File: config.mk
export PLATFORM = sky130hd
export DESIGN_NAME = urf_top
export DESIGN_NICKNAME = d
export VERILOG_FILES = /design/src/rtl/urf_pkg.sv /design/src/rtl/urf_bank.sv /design/src/rtl/urf_read_port.sv /design/src/rtl/urf_top.sv
export SDC_FILE = /design/constraint.sdc
export NUM_CORES = 1
export LEC_CHECK = 0
export CAP_MARGIN = 20
export CORE_MARGIN = 5
export CORE_UTILIZATION = 28
export CTS_BUF_LIST = sky130_fd_sc_hd__clkbuf_8
export DETAILED_ROUTE_END_ITERATION = 6
export PLACE_DENSITY = 0.54
export SLEW_MARGIN = 30
export SYNTH_ARGS = -nofsm -noshare
export SYNTH_HDL_FRONTEND = slang
export SYNTH_SLANG_ARGS = --single-unit
export TNS_END_PERCENT = 10
File: constraint.sdc
create_clock -name clk -period 2.1 [get_ports clk]
set_input_delay 0.525 -clock clk [delete_from_list [all_inputs] [get_ports clk]]
set_output_delay 0.525 -clock clk [all_outputs]
set_load 0.05 [all_outputs]
File: src/rtl/urf_pkg.sv
package urf_pkg;
    localparam int UNITS       = 4;
    localparam int REGS_PER    = 4;
    localparam int WORD_W      = 32;
    localparam int READ_PORTS  = 8;
    localparam int UNIT_BITS   = $clog2(UNITS);
    localparam int IDX_BITS    = $clog2(REGS_PER);
    localparam int ADDR_BITS   = UNIT_BITS + IDX_BITS;

    typedef enum logic [1:0] {
        UNIT_BRANCH = 2'b00,
        UNIT_LDST   = 2'b01,
        UNIT_ALU_A  = 2'b10,
        UNIT_ALU_B  = 2'b11
    } unit_e;
endpackage

File: src/rtl/urf_bank.sv
module urf_bank #(
    parameter int WORD_W   = 32,
    parameter int REGS_PER = 4,
    localparam int IDX_BITS = $clog2(REGS_PER)
) (
    input  logic                              clk,
    input  logic                              rst_n,
    input  logic                              wr_en,
    input  logic [IDX_BITS-1:0]               wr_idx,
    input  logic [WORD_W-1:0]                 wr_data,
    output logic [REGS_PER-1:0][WORD_W-1:0]   regs_q
);

    for (genvar j = 0; j < REGS_PER; j++) begin : g_reg
        always_ff @(posedge clk or negedge rst_n) begin
            if (!rst_n) begin
                regs_q[j] <= '0;
            end else if (wr_en && (wr_idx == IDX_BITS'(j))) begin
                regs_q[j] <= wr_data;
            end
        end

        // registers not addressed by the write keep their value
        a_r8_other_kept: assert property (@(posedge clk) disable iff (!rst_n)
            (!wr_en || wr_idx != IDX_BITS'(j)) |=> $stable(regs_q[j]));
    end

    // reset holds the bank at zero
    a_r1_reset_clear: assert property (@(posedge clk)
        !rst_n |=> regs_q == '0);

    // an enabled write lands in the indexed register
    a_r3_write_lands: assert property (@(posedge clk) disable iff (!rst_n)
        wr_en |=> regs_q[$past(wr_idx)] == $past(wr_data));

    // a disabled port leaves the whole bank alone
    a_r4_hold_idle: assert property (@(posedge clk) disable iff (!rst_n)
        !wr_en |=> $stable(regs_q));

endmodule

File: src/rtl/urf_read_port.sv
module urf_read_port #(
    parameter int WORD_W   = 32,
    parameter int UNITS    = 4,
    parameter int REGS_PER = 4,
    localparam int UNIT_BITS = $clog2(UNITS),
    localparam int IDX_BITS  = $clog2(REGS_PER)
) (
    input  logic [UNITS-1:0][REGS_PER-1:0][WORD_W-1:0] file_q,
    input  logic [UNIT_BITS+IDX_BITS-1:0]              addr,
    output logic [WORD_W-1:0]                          data
);

    logic [UNIT_BITS-1:0]             unit_sel;
    logic [IDX_BITS-1:0]              idx_sel;
    logic [REGS_PER-1:0][WORD_W-1:0]  bank_sel;

    assign unit_sel = addr[UNIT_BITS+IDX_BITS-1:IDX_BITS];
    assign idx_sel  = addr[IDX_BITS-1:0];

    always_comb begin
        bank_sel = file_q[unit_sel];
        data     = bank_sel[idx_sel];
    end

endmodule

File: src/rtl/urf_top.sv
module urf_top
    import urf_pkg::*;
#(
    parameter int DATA_W  = WORD_W,
    parameter int NUM_RD  = READ_PORTS,
    localparam int NUNIT  = UNITS,
    localparam int NREG   = REGS_PER,
    localparam int UBITS  = $clog2(NUNIT),
    localparam int IBITS  = $clog2(NREG),
    localparam int ABITS  = UBITS + IBITS
) (
    input  logic                               clk,
    input  logic                               rst_n,
    input  logic [NUNIT-1:0]                   wr_en,
    input  logic [NUNIT-1:0][IBITS-1:0]        wr_idx,
    input  logic [NUNIT-1:0][DATA_W-1:0]       wr_data,
    input  logic [NUM_RD-1:0][ABITS-1:0]       rd_addr,
    output logic [NUM_RD-1:0][DATA_W-1:0]      rd_data
);

    logic [NUNIT-1:0][NREG-1:0][DATA_W-1:0] file_q;

    for (genvar k = 0; k < NUNIT; k++) begin : g_bank
        urf_bank #(
            .WORD_W   (DATA_W),
            .REGS_PER (NREG)
        ) bank_i (
            .clk     (clk),
            .rst_n   (rst_n),
            .wr_en   (wr_en[k]),
            .wr_idx  (wr_idx[k]),
            .wr_data (wr_data[k]),
            .regs_q  (file_q[k])
        );
    end

    for (genvar p = 0; p < NUM_RD; p++) begin : g_rd
        urf_read_port #(
            .WORD_W   (DATA_W),
            .UNITS    (NUNIT),
            .REGS_PER (NREG)
        ) port_i (
            .file_q (file_q),
            .addr   (rd_addr[p]),
            .data   (rd_data[p])
        );

        for (genvar k = 0; k < NUNIT; k++) begin : g_chk
            // port p sees the value written by bank k one edge later
            a_r3_visible_next: assert property (@(posedge clk) disable iff (!rst_n)
                ($past(rst_n) && $past(wr_en[k]) &&
                 rd_addr[p] == {UBITS'(k), $past(wr_idx[k])})
                |-> rd_data[p] == $past(wr_data[k]));
        end
    end

endmodule

---- Yosys cells after proc, flatten, opt, wreduce, memory -nomap -nowiden ----
Cells that the tools add are included.
cells by class
  order comparisons ....................... 16
  equal/unequal tests ..................... 12
  multiplexer cells ....................... 32
  reductions and logical operators ........ 20
operators with widths
  operator              number
  $bmux W128 S2         8
  $mux W128             8
  $bmux W32 S2          8
  $mux W32              8
  $lt A2 B3 Y1 const B  16
  $eq A2 B2 Y1 const B  8
  $logic_and A1 B1 Y1   16
  $eq A2 B1 Y1 const B  4
  $logic_not A2 Y1      4
word-level totals
  flip-flop bits (word level) ............. 512
  word-level logic and storage cells ...... 96

---- Depth between registers and ports, before layout ----
Gate-level depths: netlist of run 1.
  depth after elaboration ................. 4
  mapped depth ............................ 5

---- Hierarchy ----
Synthesis of run 1 repeated with hierarchy kept, for this count alone.
unflattened totals
  cells, all modules ...................... 3256
  area, all modules ....................... 48806.8 um^2
by module, submodules not included
  module         times used  cells each  area each (um^2)  sequential area each (um^2)
  urf_read_port  8           271         3728.6            0.0
  urf_bank       4           272         4744.6            3203.1

---- Worst setup path before layout of run 1 ----
No wires, ideal clock.
  path type ............................... input to output
  from .................................... in rd_addr[14] (netlist name)
  to ...................................... out rd_data[100] (netlist name)
  arrival time ............................ 1.955 ns
  slack ................................... -0.380 ns
  stages .................................. 5
  buffers on the path ..................... 2
  path through ............................ buf_2 > buf_2 > mux4_2 > a22oi_1 > nand2_1
RTL lines
  item             RTL line       RTL
  start, declared  urf_top.sv:17  input logic [NUM_RD-1:0][ABITS-1:0] rd_addr,
  end, declared    urf_top.sv:18  output logic [NUM_RD-1:0][DATA_W-1:0] rd_data

==> flow_metrics.tcl, run 1 <==
set metrics [dict create \
    final_hold_viol_count 0 \
    worst-slew-pin-transition_ns 0.478 \
    die-area_um2 182000 \
    grt_start_max_net_pins 64 \
    worst_skew_pair.late_latency_ns 0.84 \
    commonest_non_fill_non_tap_cells_in_the_layout "sky130_fd_sc_hd__mux4_2, sky130_fd_sc_hd__mux2_2, sky130_fd_sc_hd__buf_12" \
    critical_path_maximum_fanout 6 \
    cellPowerDensity_nw_per_um2 841 \
    drt-initial-drc-count 5624 \
    post_route_cells_drive_above_1_share_pct 89.3 \
    mostFrequentLayoutCell "sky130_fd_sc_hd__mux4_2" \
    detailed_place_hpwl_um 183000 \
    synth_area_leaders "sky130_fd_sc_hd__mux4_2, sky130_fd_sc_hd__dfrtp_1, sky130_fd_sc_hd__mux2_2" \
    worst_ep_arrival_time_ns 2.47 \
    core_region_area_um2 173000 \
    p_leak_nw 26.0 \
    postSynthNetCount 3430 \
    grt_antenna_before_repair 16 \
    finalCritPeriodShare_pct 143 \
    largest_register_ffs 512 \
    clock_skew_ns 0 \
    first_pass_grt_wire_length_um 348000 \
    kind_of_cell_adding_the_most_delay_to_the_critical_path "multiplexers" \
    drt-vias-per-instance 6.56 \
    floorplan.rows 153 \
    timing.critical_path.from_type "flop" \
    yosysUniqueCellTypes 15 \
    maxSlewHeadroom_pct 68.1 \
    die_width_um 427 \
    detailedRoute.firstPassIterationCount 7 \
    route.detailed.drc 0 \
    critical_path.n_buffers_inverters 2 \
    hold_path_class "input port to asynchronous set/reset pin" \
    syn_to_final_growth_pct 46.6 \
    clock.fmax_ghz 0.334 \
    seq_cells_post_synth 512 \
    netlist.top_cell.by_area "sky130_fd_sc_hd__mux4_2" \
    initial_core_util_pct 28.1 \
    grt_setup_unrepaired "true" \
    top_register "g_bank.bank_i.regs_q" \
    outcome "finished with violations" \
    htree_levels 3 \
    ys_warns 0 \
    worst-setup-path-type "flop to output pin" \
    filler_cell_count 15700 \
    fp.dieH_um 427 \
    final_design_area_no_fill_um2 71300 \
    ir_worst_vdd_mv 0.465 \
    postRouteWirelength_um 250000 \
    floorplan.io_pins 430 \
    globalRouteOverflowTotal 0 \
    crit_path_end_kind "output pin" \
    synth_largest_type_area_fraction_pct 47.4 \
    clock_sinks 512 \
    routability_congestion 0.955 \
    clkTransAtPathRegs_ns 0.06 \
    vias 43100 \
    synthCells 3256 \
    num-nets-final 4330 \
    track_usage_pct 26.9 \
    setup_viol 256 \
    drv_cap 0 \
    root_buffer_selected_by_cts "sky130_fd_sc_hd__clkbuf_8" \
    io_buffer_count 429 \
    crit_path_cell_trace "buf_2 -> mux4_2 -> a22oi_2 -> nand2_4 -> buf_12" \
    cts_buffers 103 \
    finish.utilization_pct 41.1 \
    synthesis.area_um2 48600 \
    route.antenna.remaining_nets 0 \
    cts-root-to-sink-buffers 3 \
    tmin_final_ns 3.00 \
    critical_path.max_stage_delay_ns 0.48 \
    crit_path_top_delay_cell "sky130_fd_sc_hd__mux4_2" \
    worst_slack_ns -0.897 \
    ys_seq_area_share_pct 26.4 \
    tritoncts "yes" \
    grt_pass1_vias 43600 \
    routed_wire_length_per_instance_um 38.0 \
    final-max-slew-violation-count 0 \
    layout_top_registers "g_bank.bank_i.regs_q: 512 flops" \
    avgSynthCellArea_um2 14.9 \
    cp.required_ns 1.57 \
    failing_checks "negative setup slack" \
    placement.cell_area_um2 65100 \
]
synthesized netlist by cell type:
| cell type | number |
|---|---|
| sky130_fd_sc_hd__a22oi_1 | 512 |
| sky130_fd_sc_hd__nand2_1 | 256 |
| sky130_fd_sc_hd__buf_4 | 72 |
| sky130_fd_sc_hd__mux4_2 | 1024 |
| sky130_fd_sc_hd__mux2_2 | 512 |
| sky130_fd_sc_hd__dfrtp_1 | 512 |
| sky130_fd_sc_hd__buf_1 | 86 |
| sky130_fd_sc_hd__nor2_1 | 8 |
| sky130_fd_sc_hd__buf_2 | 95 |
| sky130_fd_sc_hd__nand3_1 | 4 |
| sky130_fd_sc_hd__and2_1 | 8 |
| sky130_fd_sc_hd__clkbuf_1 | 139 |
| sky130_fd_sc_hd__nand3b_1 | 8 |
| sky130_fd_sc_hd__nor2b_1 | 16 |
| sky130_fd_sc_hd__nor3b_2 | 4 |
kinds of logic (layout without fill, tap and decap cells):
| group | after synthesis | after routing | synth area share, % |
|---|---|---|---|
| compound gates | 512 | 512 | 7.91 |
| buf+inv | 392 | 1380 | 3.83 |
| flops | 512 | 512 | 26.4 |
| mux | 1536 | 1536 | 59.3 |
| other cells | 0 | 11 | 0 |
| simple gates | 304 | 304 | 2.61 |
path summary, 6_finish.rpt:
path	to	startpoint	slack, ns	cells after the start
setup / recovery	rd_data[66]	g_bank[3].bank_i.regs_q[66]	-0.90	5
hold / removal	g_bank[0].bank_i.regs_q[68]	rst_n	0.17	2
setup reg to reg	g_bank[3].bank_i.regs_q[75]	g_bank[3].bank_i.regs_q[75]	1.01	3
hold reg to reg	g_bank[0].bank_i.regs_q[0]	g_bank[0].bank_i.regs_q[0]	0.59	1
max in group asynchronous	g_bank[3].bank_i.regs_q[17]	rst_n	1.04	4
min in group clk	g_bank[3].bank_i.regs_q[48]	wr_data[112]	0.38	2
power breakdown:
group          switching, mW  total [mW]  internal [mW]
Sequential              4.91        16.9           12.0
Combinational           14.0        30.3           16.3
Clock                   5.25        12.8           7.51
Total                   24.1        60.0           35.8
stage by stage:
stage	total power, mW	setup TNS (ns)	cells	setup slack (ns)	hold WS, ns
5_1_grt	61.8	-211.72	6572	-0.958	0.186
3_5_place_dp	44.4	-202.59	6347	-0.939	0.461
3_3_place_gp	44.0	-193.84	6347	-0.928	0.460
2_1_floorplan	31.2	-85.89	3256	-0.380	0.229
6_report	60.0	-198.06	6580	-0.897	0.172
4_1_cts	58.7	-221.92	6551	-1.00	0.0974
layer usage:
metal / global-route usage, % / share of wire [%] / vias up
li1: - / - / 16100
met1: 31.6 / 34 / 22800
met2: 42.1 / 46 / 3349
met3: 7.02 / 10 / 884
met4: 20.8 / 9.4 / 10
met5: 0 / 0.028 / -
area by class of cell:
type                       count  area, um^2  share of cell area [%]
antenna                       11        27.5                  0.0386
clock buffer                 125        1720                    2.41
clock inverter                68         772                    1.08
multi-input combinational   2352       37100                    52.0
sequential                   512       13300                    18.6
tap                         2325        2910                    4.08
timing repair buffer        1187       15500                    21.8
what timing repair did:
action,in CTS,in global routing
pin swaps,202,224
resized for setup,663,438
setup endpoints to repair,256,256
setup buffers,11,19
hold endpoints to repair,159,0
hold buffers,1,0
No activity file was read; power rests on OpenSTA's default activity.
==> run 2: changes to the inputs <==
- CORE_MARGIN: 5 -> not set
==> run 2 against run 1 <==
Compared with the run above:
- via count rose by 0.43%
- first-iteration DRC count fell by 6.8%
- sequential share of layout area rose by 0.49 points
- global-route usage rose by 1.7 points
- critical path type unchanged
- die area fell by 3.7%
- highest routed layer unchanged
- maximum frequency fell by 1.6%
- clock power fell by 10%
- the run ends with design-rule violations, negative setup slack left
- sequential power barely moved
==> flow_metrics.tcl, run 2 (same netlist as run 1, synthesis figures left out) <==
set metrics [dict create \
    outcome "finished with violations" \
    failing_checks "design-rule violations, negative setup slack" \
    routed_wire_length_per_instance_um 39.4 \
    cts_buffers 99 \
    crit_path_top_delay_cell "sky130_fd_sc_hd__dfrtp_2" \
    io_buffer_count 429 \
    largest_register_ffs 512 \
    worst-slew-pin-transition_ns 0.537 \
    worst_r2r_path_depth 3 \
    worst_skew_pair.late_latency_ns 0.84 \
    detailedRoute.firstPassIterationCount 7 \
    route.met2.wl_um 118000 \
    setup-tns-final_ns -201.02 \
    top_register "g_bank.bank_i.regs_q" \
    drv_cap 0 \
    grt_start_max_net_pins 72 \
    ir_worst_vdd_mv 0.501 \
    route.detailed.drc 1 \
    crit_path_end_kind "output pin" \
    commonest_non_fill_non_tap_cells_in_the_layout "sky130_fd_sc_hd__mux4_2, sky130_fd_sc_hd__mux2_2, sky130_fd_sc_hd__dfrtp_2" \
    met3_wire_length_um 27700 \
    setup_viol 256 \
    grt_setup_unrepaired "true" \
    fp.dieH_um 419 \
    track_usage_pct 28.6 \
    vias 43300 \
    regToRegStartpoint "g_bank[3].bank_i.regs_q[66]" \
    final_design_area_no_fill_um2 69800 \
    crit_path_cell_trace "buf_6 -> mux4_2 -> a22oi_2 -> nand2_1 -> buf_6 -> buf_12" \
    postRouteWirelength_um 256000 \
    clock_skew_ns 0 \
    initial_core_util_pct 28.2 \
    placement.cell_area_um2 63900 \
    tritoncts "yes" \
    floorplan.io_pins 430 \
    seqCellArea_um2 13300 \
    die-area_um2 175000 \
    drt-initial-drc-count 5241 \
    num-nets-final 4257 \
    highest_metal_layer_with_signal_wires "met5" \
    crit_top_cell "sky130_fd_sc_hd__buf_6" \
    cts-root-to-sink-buffers 3 \
    globalRouteOverflowTotal 0 \
    clock_sinks 512 \
    critical_path_maximum_fanout 6 \
    floorplan.rows 152 \
    drt-vias-per-instance 6.69 \
    clock.fmax_ghz 0.328 \
    kind_of_cell_adding_the_most_delay_to_the_critical_path "flip-flops" \
    grt_antenna_before_repair 12 \
    finalCritPeriodShare_pct 145 \
    first_pass_grt_wire_length_um 352000 \
    mostFrequentLayoutCell "sky130_fd_sc_hd__mux4_2" \
    critical_path.n_buffers_inverters 3 \
    syn_to_final_growth_pct 43.6 \
    critical_path.max_stage_delay_ns 0.46 \
    post_route_cells_drive_above_1_share_pct 89.8 \
    critical_path.startpoint "g_bank[0].bank_i.regs_q[3]" \
    final_hold_viol_count 0 \
    die_width_um 419 \
    met1Wirelength_um 84600 \
    final-max-slew-violation-count 0 \
    cellPowerDensity_nw_per_um2 833 \
    worst_slack_ns -0.945 \
    routability_congestion 0.960 \
    grt_pass1_vias 43400 \
    maxSlewHeadroom_pct 64.1 \
    timing.critical_path.from_type "flop" \
    root_buffer_selected_by_cts "sky130_fd_sc_hd__clkbuf_8" \
    worst_ep_arrival_time_ns 2.52 \
    htree_levels 3 \
    core_region_area_um2 172000 \
    filler_cell_count 15700 \
    multi_input_comb_area_um2 36900 \
    worst-setup-path-type "flop to output pin" \
    layout_top_registers "g_bank.bank_i.regs_q: 512 flops" \
    finish.utilization_pct 40.6 \
    detailed_place_hpwl_um 182000 \
    cp.required_ns 1.57 \
    route.antenna.remaining_nets 0 \
    tmin_final_ns 3.04 \
    hold_path_class "input port to asynchronous set/reset pin" \
    clkTransAtPathRegs_ns 0.06 \
    dpl_worst_slack_ns -1.03 \
    r2r_setup_slk_ns 0.95 \
    p_leak_nw 25.2 \
    worstSetupPathDepth 6 \
]
run 2: cell types whose count changed in the layout (fill, tap and decap cells not counted), moves of 12 or more:
cell,before,now
sky130_fd_sc_hd__buf_4,437,384
sky130_fd_sc_hd__clkbuf_2,0,14
sky130_fd_sc_hd__a22oi_2,418,401
sky130_fd_sc_hd__dfrtp_2,362,416
sky130_fd_sc_hd__buf_2,3,15
sky130_fd_sc_hd__buf_12,449,414
sky130_fd_sc_hd__dfrtp_1,150,96
sky130_fd_sc_hd__a22oi_1,94,111
run 2: cell type report:
class                           count  area share (%)
Clock inverter                     52           0.667
Clock buffer                      127            2.50
Sequential cell                   512            19.1
Tap cell                         2310            4.14
Multi-Input combinational cell   2352            52.9
Timing Repair Buffer             1118            20.7
Antenna cell                        8          0.0287
run 2: final timing paths:
check | end
worst max-delay path | rd_data[227]
worst min-delay path | g_bank[1].bank_i.regs_q[62]
worst max register to register | g_bank[3].bank_i.regs_q[66]
worst min register to register | g_bank[3].bank_i.regs_q[125]
max in group asynchronous | g_bank[0].bank_i.regs_q[84]
min in group clk | g_bank[2].bank_i.regs_q[39]
run 2: power breakdown:
group	internal, mW	switching (mW)	leakage, nW
registers	12.1	5.17	5.62
clock network	6.41	5.12	1.21
logic	15.5	13.9	18.4
total	34.0	24.2	25.2
run 2: per-layer routing:
metal,GRT usage [%],up-vias
met5,0,-
met4,23.3,10
met3,7.58,1007
met2,44.4,3563
met1,33.1,22800
li1,-,16000
run 2: timing repair:
action | in CTS | in global routing
hold buffers | 1 | 0
gates resized for setup | 693 | 454
hold endpoints to repair | 217 | 0
setup endpoints to repair | 256 | 256
setup buffers | 18 | 50
pin swaps | 174 | 223
cloned | 0 | 0
run 2: stage by stage:
step / std cells / total power, mW / hold WS [ns]
2_1_floorplan: 3256 / 31.2 / 0.229
3_3_place_gp: 6227 / 43.3 / 0.431
3_5_place_dp: 6227 / 43.6 / 0.431
4_1_cts: 6425 / 56.7 / 0.128
5_1_grt: 6474 / 59.9 / 0.175
6_report: 6479 / 58.2 / 0.165
